File: src/rtl/hostbus_pkg.sv
package hostbus_pkg;

  typedef enum logic [2:0] {
    ST_IDLE,
    ST_REQ,
    ST_WAIT,
    ST_LOAD,
    ST_DONE
  } bus_state_e;

  typedef struct packed {
    logic rd;
    logic wr;
    logic to_reg;
    logic to_mem;
  } bus_cmd_t;

endpackage

File: src/rtl/hostbus_sync.sv
module hostbus_sync #(
  parameter int          W       = 1,
  parameter int          STAGES  = 2,
  parameter logic [W-1:0] RST_VAL = '0
) (
  input  logic         clk,
  input  logic         rst_n,
  input  logic [W-1:0] d,
  output logic [W-1:0] q
);

  logic [W-1:0] stage_q [STAGES];

  for (genvar g = 0; g < STAGES; g++) begin : g_stage
    if (g == 0) begin : g_first
      always_ff @(posedge clk or negedge rst_n) begin
        if (!rst_n) stage_q[g] <= RST_VAL;
        else        stage_q[g] <= d;
      end
    end else begin : g_next
      always_ff @(posedge clk or negedge rst_n) begin
        if (!rst_n) stage_q[g] <= RST_VAL;
        else        stage_q[g] <= stage_q[g-1];
      end
    end
  end

  assign q = stage_q[STAGES-1];

endmodule

File: src/rtl/hostbus_rst_filter.sv
// Reset deglitch: the raw level is synchronized, then accepted only when
// HOLD consecutive samples agree. These flops carry no reset of their own.
module hostbus_rst_filter #(
  parameter int SYNC = 2,
  parameter int HOLD = 2
) (
  input  logic clk,
  input  logic raw_n,
  output logic rst_n
);

  localparam int LEN = SYNC + HOLD - 1;

  logic [LEN-1:0]  sh_q;
  logic [HOLD-1:0] taps;
  logic            filt_q;
  logic            all_hi, all_lo, upd;

  always_ff @(posedge clk) begin
    sh_q <= {sh_q[LEN-2:0], raw_n};
  end

  assign taps   = sh_q[LEN-1 -: HOLD];
  assign all_hi = &taps;
  assign all_lo = ~|taps;
  assign upd    = (all_hi && !filt_q) || (all_lo && filt_q);

  always_ff @(posedge clk) begin
    if (upd) filt_q <= all_hi;
  end

  assign rst_n = filt_q;

endmodule

File: src/rtl/hostbus_decode.sv
module hostbus_decode
  import hostbus_pkg::*;
(
  input  logic     cpu_sel,
  input  logic     ctl_a,
  input  logic     ctl_b,
  input  logic     cs_reg_n,
  input  logic     cs_mem_n,
  output bus_cmd_t cmd
);

  always_comb begin
    if (cpu_sel) begin
      cmd.rd = !ctl_b;
      cmd.wr = !ctl_a && ctl_b;
    end else begin
      cmd.rd = !ctl_b && ctl_a;
      cmd.wr = !ctl_b && !ctl_a;
    end
    cmd.to_reg = !cs_reg_n;
    cmd.to_mem = !cs_mem_n && cs_reg_n;
  end

endmodule

File: src/rtl/hostbus_addr.sv
module hostbus_addr #(
  parameter int AW = 16,
  parameter int DW = 8
) (
  input  logic          clk,
  input  logic          rst_n,
  input  logic          ale_s,
  input  logic [DW-1:0] ad_s,
  input  logic [DW-1:0] hi_s,
  input  logic [DW-1:0] lo_s,
  output logic [AW-1:0] addr
);

  logic          mux_q;
  logic [DW-1:0] lat_q;

  always_ff @(posedge clk or negedge rst_n) begin
    if (!rst_n) begin
      mux_q <= 1'b0;
      lat_q <= '0;
    end else if (ale_s) begin
      mux_q <= 1'b1;
      lat_q <= ad_s;
    end
  end

  assign addr = {hi_s, (mux_q ? lat_q : lo_s)};

endmodule

File: src/rtl/hostbus_ctrl.sv
module hostbus_ctrl
  import hostbus_pkg::*;
#(
  parameter int AW = 16,
  parameter int DW = 8
) (
  input  logic          clk,
  input  logic          rst_n,
  input  bus_cmd_t      cmd,
  input  logic [AW-1:0] addr,
  input  logic [DW-1:0] wdata,
  input  logic [DW-1:0] rdata,
  input  logic          rdy_en,
  output logic          req_reg,
  output logic          req_mem,
  output logic          we,
  output logic [AW-1:0] req_addr,
  output logic [DW-1:0] req_wdata,
  output logic [DW-1:0] dout,
  output logic          dout_oe,
  output logic          rdy,
  output logic          rdy_oe
);

  bus_state_e    state_q, state_d;
  logic          active, cap_en, load_en, oe_d, rdy_d;
  logic          rd_q, mem_q;
  logic [AW-1:0] addr_q;
  logic [DW-1:0] wd_q, dout_q;
  logic          oe_q, rdy_q;

  assign active  = (cmd.rd || cmd.wr) && (cmd.to_reg || cmd.to_mem);
  assign cap_en  = (state_q == ST_IDLE) && active;
  assign load_en = (state_q == ST_WAIT) && active;

  always_comb begin
    state_d = state_q;
    case (state_q)
      ST_IDLE: if (active) state_d = ST_REQ;
      ST_REQ:  if (!active) state_d = ST_IDLE;
               else if (rd_q) state_d = ST_WAIT;
               else state_d = ST_DONE;
      ST_WAIT: state_d = active ? ST_LOAD : ST_IDLE;
      ST_LOAD: state_d = active ? ST_DONE : ST_IDLE;
      ST_DONE: if (!active) state_d = ST_IDLE;
      default: state_d = ST_IDLE;
    endcase
  end

  always_comb begin
    oe_d  = active && rd_q &&
            ((state_q == ST_WAIT) || (state_q == ST_LOAD) || (state_q == ST_DONE));
    rdy_d = active &&
            ((state_q == ST_LOAD) || (state_q == ST_DONE) ||
             ((state_q == ST_REQ) && !rd_q));
  end

  always_ff @(posedge clk or negedge rst_n) begin
    if (!rst_n) begin
      state_q <= ST_IDLE;
      oe_q    <= 1'b0;
      rdy_q   <= 1'b0;
    end else begin
      state_q <= state_d;
      oe_q    <= oe_d;
      rdy_q   <= rdy_d;
    end
  end

  always_ff @(posedge clk or negedge rst_n) begin
    if (!rst_n) begin
      rd_q   <= 1'b0;
      mem_q  <= 1'b0;
      addr_q <= '0;
      wd_q   <= '0;
    end else if (cap_en) begin
      rd_q   <= cmd.rd;
      mem_q  <= cmd.to_mem;
      addr_q <= addr;
      wd_q   <= wdata;
    end
  end

  always_ff @(posedge clk or negedge rst_n) begin
    if (!rst_n)       dout_q <= '0;
    else if (load_en) dout_q <= rdata;
  end

  assign req_reg   = (state_q == ST_REQ) && !mem_q;
  assign req_mem   = (state_q == ST_REQ) && mem_q;
  assign we        = !rd_q;
  assign req_addr  = addr_q;
  assign req_wdata = wd_q;
  assign dout      = dout_q;
  assign dout_oe   = oe_q;
  assign rdy       = rdy_q;
  assign rdy_oe    = rdy_en && (state_q != ST_IDLE);

endmodule

File: src/rtl/hostbus_top.sv
module hostbus_top
  import hostbus_pkg::*;
#(
  parameter int AW          = 16,
  parameter int DW          = 8,
  parameter int SYNC_STAGES = 2,
  parameter int RST_HOLD    = 2
) (
  input  logic          clk,
  input  logic          rst_raw_n,
  input  logic          cpu_sel,
  input  logic          ctl_a,
  input  logic          ctl_b,
  input  logic          cs_reg_n,
  input  logic          cs_mem_n,
  input  logic          ale,
  input  logic [DW-1:0] addr_hi,
  input  logic [DW-1:0] addr_lo,
  input  logic [DW-1:0] ad_i,
  output logic [DW-1:0] ad_o,
  output logic          ad_oe,
  input  logic          rdy_en,
  output logic          rdy_o,
  output logic          rdy_oe,
  output logic          core_rst_n,
  output logic          core_reg_req,
  output logic          core_mem_req,
  output logic          core_we,
  output logic [AW-1:0] core_addr,
  output logic [DW-1:0] core_wdata,
  input  logic [DW-1:0] core_rdata
);

  localparam int CW = 6;
  localparam int BW = 3 * DW;

  logic            rst_n;
  logic [CW-1:0]   ctl_s;
  logic [BW-1:0]   bus_s;
  logic            sel_s, a_s, b_s, csr_s, csm_s, ale_s;
  logic [DW-1:0]   hi_s, lo_s, ad_s;
  logic [AW-1:0]   addr;
  bus_cmd_t        cmd;

  hostbus_rst_filter #(.SYNC(SYNC_STAGES), .HOLD(RST_HOLD)) u_rst (
    .clk   (clk),
    .raw_n (rst_raw_n),
    .rst_n (rst_n)
  );

  hostbus_sync #(.W(CW), .STAGES(SYNC_STAGES), .RST_VAL(6'b111110)) u_sync_ctl (
    .clk   (clk),
    .rst_n (rst_n),
    .d     ({cpu_sel, ctl_a, ctl_b, cs_reg_n, cs_mem_n, ale}),
    .q     (ctl_s)
  );

  hostbus_sync #(.W(BW), .STAGES(SYNC_STAGES), .RST_VAL('0)) u_sync_bus (
    .clk   (clk),
    .rst_n (rst_n),
    .d     ({addr_hi, addr_lo, ad_i}),
    .q     (bus_s)
  );

  assign {sel_s, a_s, b_s, csr_s, csm_s, ale_s} = ctl_s;
  assign {hi_s, lo_s, ad_s} = bus_s;

  hostbus_decode u_dec (
    .cpu_sel  (sel_s),
    .ctl_a    (a_s),
    .ctl_b    (b_s),
    .cs_reg_n (csr_s),
    .cs_mem_n (csm_s),
    .cmd      (cmd)
  );

  hostbus_addr #(.AW(AW), .DW(DW)) u_addr (
    .clk   (clk),
    .rst_n (rst_n),
    .ale_s (ale_s),
    .ad_s  (ad_s),
    .hi_s  (hi_s),
    .lo_s  (lo_s),
    .addr  (addr)
  );

  hostbus_ctrl #(.AW(AW), .DW(DW)) u_ctrl (
    .clk       (clk),
    .rst_n     (rst_n),
    .cmd       (cmd),
    .addr      (addr),
    .wdata     (ad_s),
    .rdata     (core_rdata),
    .rdy_en    (rdy_en),
    .req_reg   (core_reg_req),
    .req_mem   (core_mem_req),
    .we        (core_we),
    .req_addr  (core_addr),
    .req_wdata (core_wdata),
    .dout      (ad_o),
    .dout_oe   (ad_oe),
    .rdy       (rdy_o),
    .rdy_oe    (rdy_oe)
  );

  assign core_rst_n = rst_n;

endmodule

File: config.mk
export PLATFORM = sky130hd
export DESIGN_NAME = hostbus_top
export DESIGN_NICKNAME = d
export VERILOG_FILES = /design/src/rtl/hostbus_pkg.sv /design/src/rtl/hostbus_sync.sv /design/src/rtl/hostbus_rst_filter.sv /design/src/rtl/hostbus_decode.sv /design/src/rtl/hostbus_addr.sv /design/src/rtl/hostbus_ctrl.sv /design/src/rtl/hostbus_top.sv
export SDC_FILE = /design/constraint.sdc
export NUM_CORES = 1
export LEC_CHECK = 0
export BUFFER_PORTS_ARGS = -buffer_cell sky130_fd_sc_hd__buf_2
export CAP_MARGIN = 20
export CORE_MARGIN = 3
export CORE_UTILIZATION = 52
export CTS_BUF_LIST = sky130_fd_sc_hd__clkbuf_4 sky130_fd_sc_hd__clkbuf_8
export DETAILED_ROUTE_END_ITERATION = 10
export PLACE_DENSITY = 0.77
export SYNTH_ARGS = -nofsm -noshare
export SYNTH_HDL_FRONTEND = slang
export SYNTH_SLANG_ARGS = --single-unit
File: constraint.sdc
create_clock -name clk -period 4.15 [get_ports clk]
set_clock_uncertainty 0.15 [all_clocks]
set_input_delay 0.415 -clock clk [delete_from_list [all_inputs] [get_ports clk]]
set_output_delay 0.415 -clock clk [all_outputs]
set_load 0.01 [all_outputs]
==> results of run 1 <==
## logic make-up (layout without fill, tap and decap cells)
group / after synthesis / in the layout / share of synthesized area
mux: 52 / 52 / 0.176
compound gates: 9 / 9 / 0.0212
flops: 112 / 112 / 0.754
buf+inv: 11 / 130 / 0.0246
simple gates: 15 / 15 / 0.0239
## flip-flops by register name, indices dropped and copies added (netlist names), 3 cells and up
register and cells:
u_rst.sh_q 3, u_ctrl.req_wdata 8, u_sync_ctl.stage_q 6, u_ctrl.req_addr 16
u_sync_ctl.q 6, u_sync_bus.stage_q 24, u_sync_bus.q 24, u_ctrl.dout 8
u_ctrl.state_q 3, u_addr.lat_q 8
## area by class of cell
cell class              instances  area share
inverters                       3     0.00238
flip-flops and latches        112       0.594
well taps                      96      0.0254
repair buffers                111       0.150
multi-input cells              76       0.174
clock buffers                  13      0.0352
clock inverters                 3      0.0191
## placed cells by master, fill, tap and decap left out, drive strengths merged
cell type and n:
dlygate4sd3 29, nand3b 1, mux2i 1, edfxtp 1, buf 82, dfstp 10
a21oi 2, o211ai 1, and2 1, nor3 2, nor4bb 1, dfrtp 98
nor2 2, dfxtp 3, or2 1, nand2b 2, nor2b 2, o211a 1
nand2 2, o31a 1, o21ai 2, mux2 51, clkbuf 13, a211oi 2
bufinv 3, inv 3, nor4b 1
## worst paths after layout
| check | startpoint | end | slack (ns) | cells after the start |
|---|---|---|---|---|
| setup / recovery | u_ctrl.state_q[0] | u_ctrl.req_wdata[7] | 2.15 | 4 |
| hold / removal | ad_i[2] | u_sync_bus.stage_q[26] | 0.03 | 1 |
| setup reg to reg | u_ctrl.state_q[0] | u_ctrl.req_wdata[7] | 2.15 | 4 |
| hold reg to reg | u_rst.sh_q[0] | u_rst.sh_q[1] | 0.19 | 0 |
| max in group asynchronous | u_rst.rst_n | u_addr.lat_q[1] | 2.86 | 1 |
| min in group asynchronous | u_rst.rst_n | u_sync_bus.stage_q[25] | 0.21 | 1 |
## routing by layer
layer	up-vias	global-route usage
met3	11	0.0658
li1	901	-
met1	937	0.190
met4	0	0.0625
met5	-	0
met2	64	0.256
## metrics by stage
| step | util | instances |
|---|---|---|
| 6_report | 0.688 | 414 |
| 5_1_grt | 0.688 | 414 |
| 4_1_cts | 0.675 | 405 |
| 3_5_place_dp | 0.608 | 369 |
| 3_3_place_gp | 0.608 | 369 |
| 2_1_floorplan | - | 199 |
## power by group
part           switching [mW]  total [mW]  internal, mW
logic                   0.269       0.628         0.360
registers               0.120        1.42          1.30
clock network           0.325       0.773         0.448
==> results.md, run 1 <==
* Status: finished, final reports clean
* DIE AREA at 8200 um2
* CTS root buffer: clkbuf_8
* Crit path DAT at 2.09 ns
* Crit Path Max Fanout at 26
* DR WL met2 at 2990 um
* EDFF count, synth at 1
* Post-synth top flop: dfrtp_1
* FP Rows at 30
* Cell Chain, Critical Path: a211oi_4, o211a_1, buf_4, mux2_2
* I/O Buffers at 79
* DRT antenna net count at 0
* CP Launch Type: flop
* Pre-CTS setup slack at 2.16 ns
* Clock tree sinks at 112
* Async set or reset register ratio after synthesis at 0.964
* Max transition margin at 0.404
* Pwr/cell area at 597 nW/um2
* Final Hold Viols at 0
* Setup TNS at 0 ns
* Post-CTS Setup Inserts at 0
* Fillers at 472
* Max incr delay on CP at 0.48 ns
* Crit path required time at 4.24 ns
* Drt via density at 4.62
* DRC at 0
* CTS H-tree lvls at 3
* Dominant cell type by area after synthesis: dfrtp_1
* Slew @ Worst Pin at 0.894 ns
* Area post-placement at 4180 um2
* Cell variety after synth at 29
* Worst-skew pair later-pin latency at 0.35 ns
* Synth area leaders: dfrtp_1 (66%), mux2_2 (9.7%), mux2_4 (7.7%)
* Die width at 90.6 um
* Sequential fraction of the synthesis area at 0.754
* Initial DRC count at 65
* Diodes inserted at 0
* Share of the synthesized area in the top cell type at 0.659
* Met3 wire len at 368 um
* Vias after detailed routing at 1913
* Hold Crit Class: in -> reg
* Synthesized area at 3720 um2
* Gr ovfl total at 0
* GRT Overall Usage at 0.159
* Pins Over Slew Limit at 0
* Syn avg cell area at 18.7 um2
* Hold Slack at 0.0284 ns
* Vias in the first global route at 2136
* Post-DP HPWL at 3900 um
* Die Y at 90.6 um
* Total routed wirelength at 5930 um
* CP bufs+invs at 1
* RSZ-0062 raised after global routing: no
* CTS resizes at 0
* CTS Hold Bufs at 20
* Yosys warnings at 0
* Antenna violations before repair at 0
* Setup violators final at 0
* Design Power at 2.82 mW
* Core area at 6870 um2
* F_max at 0.500 GHz
* Most frequent cell after synthesis: dfrtp_1
* Synth-to-Final Area Change at 27.0%
* Fin area at 4720 um2
* Post-route minimum period at 2.00 ns
* Commonest cells post-synth: dfrtp_1 (98), mux2_2 (32), mux2_4 (19)
* Critical setup path kind: reg -> reg
* Share of layout cells above drive strength 1 at 0.509
* CTS Buf Count at 9
* Met1 wire length at 2450 um
* DR WL/cell at 14.3 um
* Flops & latches, synth at 112
* Worst-path clk slew at 0.09 ns
* Crit share post-route at 0.482
* Gpl congestion at 0.783
* Leak at 2.23 nW
* Crit-path slowest cell: dfrtp_1
* Initial Utilization at 0.542
* Setup WS post-layout at 2.15 ns
* Max clock buf depth at 2
* CTS tree: yes
* Delay-heaviest family, CP: flip-flops
* Reg area at 2810 um2
* First-pass GRT wire length at 10200 um
* Max Cap Viol at 0
* Critical Path End Type: flop
* Syn Nets at 240
* Final #Nets at 354
* Area of the multi-input gates at 823 um2
* # IOs at 80
* Largest net degree at the start of global routing at 77
* Top sig layer: met4
* Drt first pass iters at 4
* Cells after Synth at 199
* Maximum VDD drop at 0.000363 V
(Power assumes the default switching activity.)
==> run 2: changes to the inputs <==
--- a/config.mk
+++ b/config.mk
@@ -8,7 +8,7 @@
 export BUFFER_PORTS_ARGS = -buffer_cell sky130_fd_sc_hd__buf_2
 export CAP_MARGIN = 20
 export CORE_MARGIN = 3
-export CORE_UTILIZATION = 52
+export CORE_UTILIZATION = 50
 export CTS_BUF_LIST = sky130_fd_sc_hd__clkbuf_4 sky130_fd_sc_hd__clkbuf_8
 export DETAILED_ROUTE_END_ITERATION = 10
 export PLACE_DENSITY = 0.77
==> constraint.sdc (replaced) <==
create_clock -name clk -period 1.75 [get_ports clk]
set_clock_uncertainty 0.15 [all_clocks]
set_input_delay 0.175 -clock clk [delete_from_list [all_inputs] [get_ports clk]]
set_output_delay 0.175 -clock clk [all_outputs]
set_load 0.01 [all_outputs]
==> run 2 against run 1 <==
Effect of this change: sequential power increased by 140%; die area up 3.7%; the flow now finishes with violations (setup timing); via count rose by 6.0%; cell area is 4.9% higher; largest cell class unchanged; combinational power rose to 2.7 times the previous value; critical path type is now reg -> out; count of clock-buffer cells in the layout decreased by 2; sequential share of layout area decreased by 2.8 points.
==> results.md, run 2 (synthesis results as in run 1) <==
* First-pass GRT wire length at 11000 um (+7.9%)
* Gr ovfl total at 0 (unchanged)
* Die width at 92.3 um (+1.8%)
* Setup WS post-layout at -0.0364 ns (-2.19 ns)
* DIE AREA at 8510 um2 (+3.7%)
* Max incr delay on CP at 0.40 ns (-0.08 ns)
* CTS root buffer: clkbuf_8
* Worst-path clk slew at 0.10 ns (about the same)
* Area post-placement at 4260 um2 (+2.0%)
* Share of layout cells above drive strength 1 at 0.521 (+0.0113)
* Pins Over Slew Limit at 0 (unchanged)
* Slew @ Worst Pin at 0.444 ns (-0.450 ns)
* Final #Nets at 374 (+5.6%)
* I/O Buffers at 79 (unchanged)
* Post-route minimum period at 1.79 ns
* DR WL/cell at 15.4 um (+7.5%)
* Final Hold Viols at 0 (unchanged)
* Hold Crit Class: reg -> async
* Die Y at 92.3 um (+1.8%)
* Crit path DAT at 1.46 ns (-0.63 ns)
* Gpl congestion at 0.720 (-8.0%)
* Diodes inserted at 0 (unchanged)
* Cell Chain, Critical Path: buf_4, nor4bb_2, buf_2
* Leak at 2.32 nW (+4.3%)
* Crit share post-route at 1.02
* Maximum VDD drop at 0.000754 V (+110%)
* Setup violators final at 1 (+1)
* FP Rows at 30 (unchanged)
* Commonest non-fill, non-tap cell in the layout: dfrtp_1
* Setup TNS at -0.0364 ns (-0.0364 ns)
* Pre-CTS setup slack at -0.0568 ns (-2.22 ns)
* Synth-to-Final Area Change at 33.3%
* Worst-skew pair later-pin latency at 0.35 ns (about the same)
* Max Cap Viol at 0 (unchanged)
* Post-layout util at 0.706 (+0.0184)
* Vias after detailed routing at 2028 (+6.0%)
* DRT antenna net count at 0 (unchanged)
* Crit path required time at 1.42 ns (-2.82 ns)
* Post-DP HPWL at 4110 um (+5.2%)
* DRC at 0 (unchanged)
* Critical Path End Type: output pin
* Largest net degree at the start of global routing at 61 (-21%)
* Antenna violations before repair at 0 (unchanged)
* CP bufs+invs at 2 (+1)
* Slack of the worst reg-to-reg path at 0.04 ns (-2.11 ns)
* Initial Utilization at 0.530 (-0.0116)
* Delay-heaviest family, CP: flip-flops
* Max clock buf depth at 2 (unchanged)
* Crit-path slowest cell: dfrtp_1
* F_max at 0.560 GHz
* Commonest non-fill, non-tap cells in the layout: dfrtp_1 (98), buf_2 (79), dlygate4sd3_1 (39)
* RSZ-0062 raised after global routing: yes
* Pwr/cell area at 1320 nW/um2 (+120%)
* Crit Path Max Fanout at 7 (-73%)
* CTS tree: yes
* Core area at 7020 um2 (+2.2%)
* # IOs at 80 (unchanged)
* Critical setup path kind: reg -> out
* Max transition margin at 0.704 (+0.300)
* CTS H-tree lvls at 3 (unchanged)
* Status: complete, but fails checks
* Design Power at 6.54 mW (+130%)
* GRT Overall Usage at 0.168 (+0.00964)
* Initial DRC count at 92 (+42%)
* CTS Buf Count at 9 (unchanged)
* Clock tree sinks at 112 (unchanged)
* Vias in the first global route at 2201 (+3.0%)
* Violations in the final reports: setup timing
* CP Launch Type: flop
* Drt first pass iters at 4 (unchanged)
* Drt via density at 4.67 (+1.1%)
* Total routed wirelength at 6680 um (+13%)
* Fin area at 4960 um2 (+4.9%)
## run 2: cell count changes in the layout (fill, tap and decap cells not counted), sizes merged, moves of 3 or more
cell | previous run | this run
bufinv | 3 | 0
dlygate4sd3 | 29 | 39
buf | 82 | 91
inv | 3 | 6
## run 2: timing repair
item                                    CTS  global route
endpoints found under the setup margin   25             8
hold buffers                             39             0
gates resized for setup                   5             4
cloned                                    1             1
pin swaps                                 1             1
hold endpoints to repair                 39             0
setup buffers                             0             2
## run 2: final timing paths
| kind | start | endpoint | cells after the start |
|---|---|---|---|
| worst max-delay path | u_ctrl.state_q[1] | core_mem_req | 3 |
| worst min-delay path | u_rst.rst_n | u_ctrl.state_q[0] | 1 |
| worst max register to register | u_sync_ctl.q[5] | u_ctrl.req_addr[8] | 4 |
| worst min register to register | u_rst.rst_n | u_ctrl.state_q[0] | 1 |
| max in group asynchronous | u_rst.rst_n | u_sync_ctl.q[4] | 2 |
| min in group clk | u_rst.sh_q[0] | u_rst.sh_q[1] | 0 |
## run 2: area by class of cell
type	instances	area, um2
well taps	96	120
inverters	3	11.3
clock inverters	5	47.5
flip-flops and latches	112	2810
repair buffers	131	962
clock buffers	11	151
multi-input cells	76	860
fillers	488	2060
## run 2: metal layers
metal  up-vias  share of wire  global-route usage  routed length [um]
li1        940              -                   -                   -
met5         -              0                   0                   0
met2        62           0.53               0.288                3550
met3         7          0.051              0.0517                 343
met1      1019           0.41               0.206                2720
met4         0          0.011              0.0520                  73
## run 2: through the flow
step | instances | hold WS [ns]
final | 434 | 0.160
after global placement | 375 | 0.129
after CTS | 431 | 0.179
after global routing | 434 | 0.194
after detailed placement | 375 | 0.130
after floorplan | 199 | 0.0295
## run 2: worst register-to-register path: cells and delay by family (launching register included)
| family | cells | cell delay (ns) |
|---|---|---|
| muxes | 1 | 0.31 |
| and+or+nand+nor | 1 | 0.16 |
| buffers and inverters | 1 | 0.19 |
| AOI/OAI and AO/OA | 1 | 0.25 |
| DFF | 1 | 0.54 |
## run 2: power breakdown
part	switching (mW)	internal (mW)
combinational	0.725	0.992
sequential	0.280	3.08
clock	0.836	0.624
==> run 3: changes to the inputs <==
--- a/config.mk
+++ b/config.mk
@@ -12,6 +12,7 @@
 export CTS_BUF_LIST = sky130_fd_sc_hd__clkbuf_4 sky130_fd_sc_hd__clkbuf_8
 export DETAILED_ROUTE_END_ITERATION = 10
 export PLACE_DENSITY = 0.77
+export SETUP_SLACK_MARGIN = 0.4
 export SYNTH_ARGS = -nofsm -noshare
 export SYNTH_HDL_FRONTEND = slang
 export SYNTH_SLANG_ARGS = --single-unit
==> run 3 against run 2 <==
Effect of this change: the flow now finishes without violations; non-clock buffer count is 7 higher; setup slack gained 0.057 ns; clock power about the same; critical path type is now reg -> reg; critical endpoint is now u_ctrl.req_wdata[6]; largest power group unchanged.
==> results.md, run 3 (synthesis results as in run 1) <==
* CTS H-tree lvls at 3 (unchanged)
* F_max at 0.578 GHz (+3.3%)
* Final Hold Viols at 0 (unchanged)
* Pins Over Slew Limit at 0 (unchanged)
* CTS root buffer: clkbuf_8
* Post-DP HPWL at 4090 um (-0.38%)
* Area of the multi-input gates at 960 um2 (+12%)
* Fillers at 442 (-9.4%)
* Max Cap Viol at 0 (unchanged)
* Commonest non-fill, non-tap cells in the layout: dfrtp_1 (98), buf_2 (78), dlygate4sd3_1 (39)
* Setup WS post-layout at 0.0209 ns (+0.0573 ns)
* R2R Path Start: u_ctrl.state_q[0]
* GRT Overall Usage at 0.175 (+0.00661)
* Slack of the worst reg-to-reg path at 0.02 ns (-0.02 ns)
* RSZ-0062 raised after global routing: yes
* Synth-to-Final Area Change at 38.6%
* Vias after detailed routing at 2061 (+1.6%)
* Commonest non-fill, non-tap cell in the layout: dfrtp_1
* I/O Buffers at 79 (unchanged)
* Gr ovfl total at 0 (unchanged)
* Max transition margin at 0.641 (-0.0636)
* Min-delay src: u_rst.sh_q[0]
* Crit path DAT at 1.84 ns (+0.38 ns)
* Worst-skew pair later-pin latency at 0.37 ns (+0.02 ns)
* Pre-CTS setup slack at -0.0339 ns (+0.0229 ns)
* Antenna violations before repair at 0 (unchanged)
* Final #Nets at 381 (+1.9%)
* Clock tree sinks at 112 (unchanged)
* Core area at 7020 um2 (unchanged)
* Slew @ Worst Pin at 0.539 ns (+0.0953 ns)
* DRT antenna net count at 0 (unchanged)
* Crit share post-route at 0.988 (-0.0328)
* DIE AREA at 8510 um2 (unchanged)
* Vias in the first global route at 2356 (+7.0%)
* CTS Buf Count at 9 (unchanged)
* Drt first pass iters at 4 (unchanged)
* Critical Path End Type: flop
* FP Rows at 30 (unchanged)
* DRC at 0 (unchanged)
* Drt via density at 4.67 (about the same)
* Largest net degree at the start of global routing at 109 (+79%)
* Gpl congestion at 0.741 (+2.8%)
* Setup violators final at 0 (-1)
* Reg area at 2810 um2 (unchanged)
* Share of layout cells above drive strength 1 at 0.554 (+0.0329)
* Initial DRC count at 67 (-27%)
* Maximum VDD drop at 0.000634 V (-16%)
* CTS tree: yes
* Total routed wirelength at 7120 um (+6.5%)
* Initial Utilization at 0.530 (unchanged)
* Crit Path Max Fanout at 8 (+1)
* Post-route minimum period at 1.73 ns (-0.0573 ns)
* Status: finished, final reports clean
* Diodes inserted at 0 (unchanged)
* Critical Path Source: u_ctrl.state_q[0]
* Leak at 2.44 nW (+5.2%)
* DR WL/cell at 16.1 um (+4.8%)
* Critical setup path kind: reg -> reg
* Max clock buf depth at 2 (unchanged)
* Hold Crit Class: reg -> reg
* Worst-path clk slew at 0.11 ns (about the same)
* First-pass GRT wire length at 11400 um (+3.6%)
* Die Y at 92.3 um (unchanged)
* # IOs at 80 (unchanged)
* Pwr/cell area at 1320 nW/um2 (-0.13%)
* Post-layout util at 0.735 (+0.0283)
* Hold Slack at 0.190 ns (+0.0297 ns)
* Die width at 92.3 um (unchanged)
* Crit path required time at 1.86 ns (+0.44 ns)
* CP Launch Type: flop
-- run 3: per-stage QoR --
stage                     total power, mW  setup TNS, ns  cells  area (um2)
after floorplan                      4.45        -196.41    199        3780
after global placement               5.01              0    375        4320
after detailed placement             5.07         -0.415    375        4320
after CTS                            6.76              0    439        5070
after global routing                 7.15         -0.167    441        5160
final                                6.80              0    441        5160
-- run 3: per-layer routing --
| metal | up-vias | GRT usage | share of wire |
|---|---|---|---|
| li1 | 956 | - | - |
| met1 | 1040 | 0.213 | 0.41 |
| met2 | 55 | 0.299 | 0.53 |
| met3 | 10 | 0.0525 | 0.040 |
| met4 | 0 | 0.0569 | 0.019 |
| met5 | - | 0 | 0 |
-- run 3: critical path, cell delays in order (launching register included) --
cell and delay, ns:
dfrtp_1 0.44, a211oi_4 0.25, o211a_4 0.28, clkbuf_16 0.20, mux2_4 0.31
-- run 3: final timing paths --
check	to	cells after the start
worst max register to register	u_ctrl.req_wdata[6]	4
worst max-delay path	u_ctrl.req_wdata[6]	4
worst min register to register	u_rst.sh_q[1]	0
max in group asynchronous	u_sync_ctl.stage_q[7]	2
min in group asynchronous	u_sync_bus.q[19]	2
worst min-delay path	u_rst.sh_q[1]	0
-- run 3: report_power, final --
| group | internal [mW] | switching [mW] |
|---|---|---|
| Sequential | 3.08 | 0.292 |
| Clock | 0.592 | 0.882 |
| Combinational | 1.18 | 0.770 |
| Total | 4.85 | 1.94 |
-- run 3: area by class of cell --
type                    instances  share of cell area
inverters                       3             0.00218
multi-input cells              76               0.186
clock buffers                  10              0.0267
well taps                      96              0.0233
flip-flops and latches        112               0.544
clock inverters                 6              0.0119
repair buffers                138               0.206
-- run 3: repair_timing --
item                                    in CTS  in global routing
endpoints found under the setup margin      43                 43
buffers inserted                             9                  0
cloned                                       0                  2
hold buffers                                39                  0
pin swaps                                    8                  5
endpoints found under the hold margin       39                  0
resized for setup                           19                  8
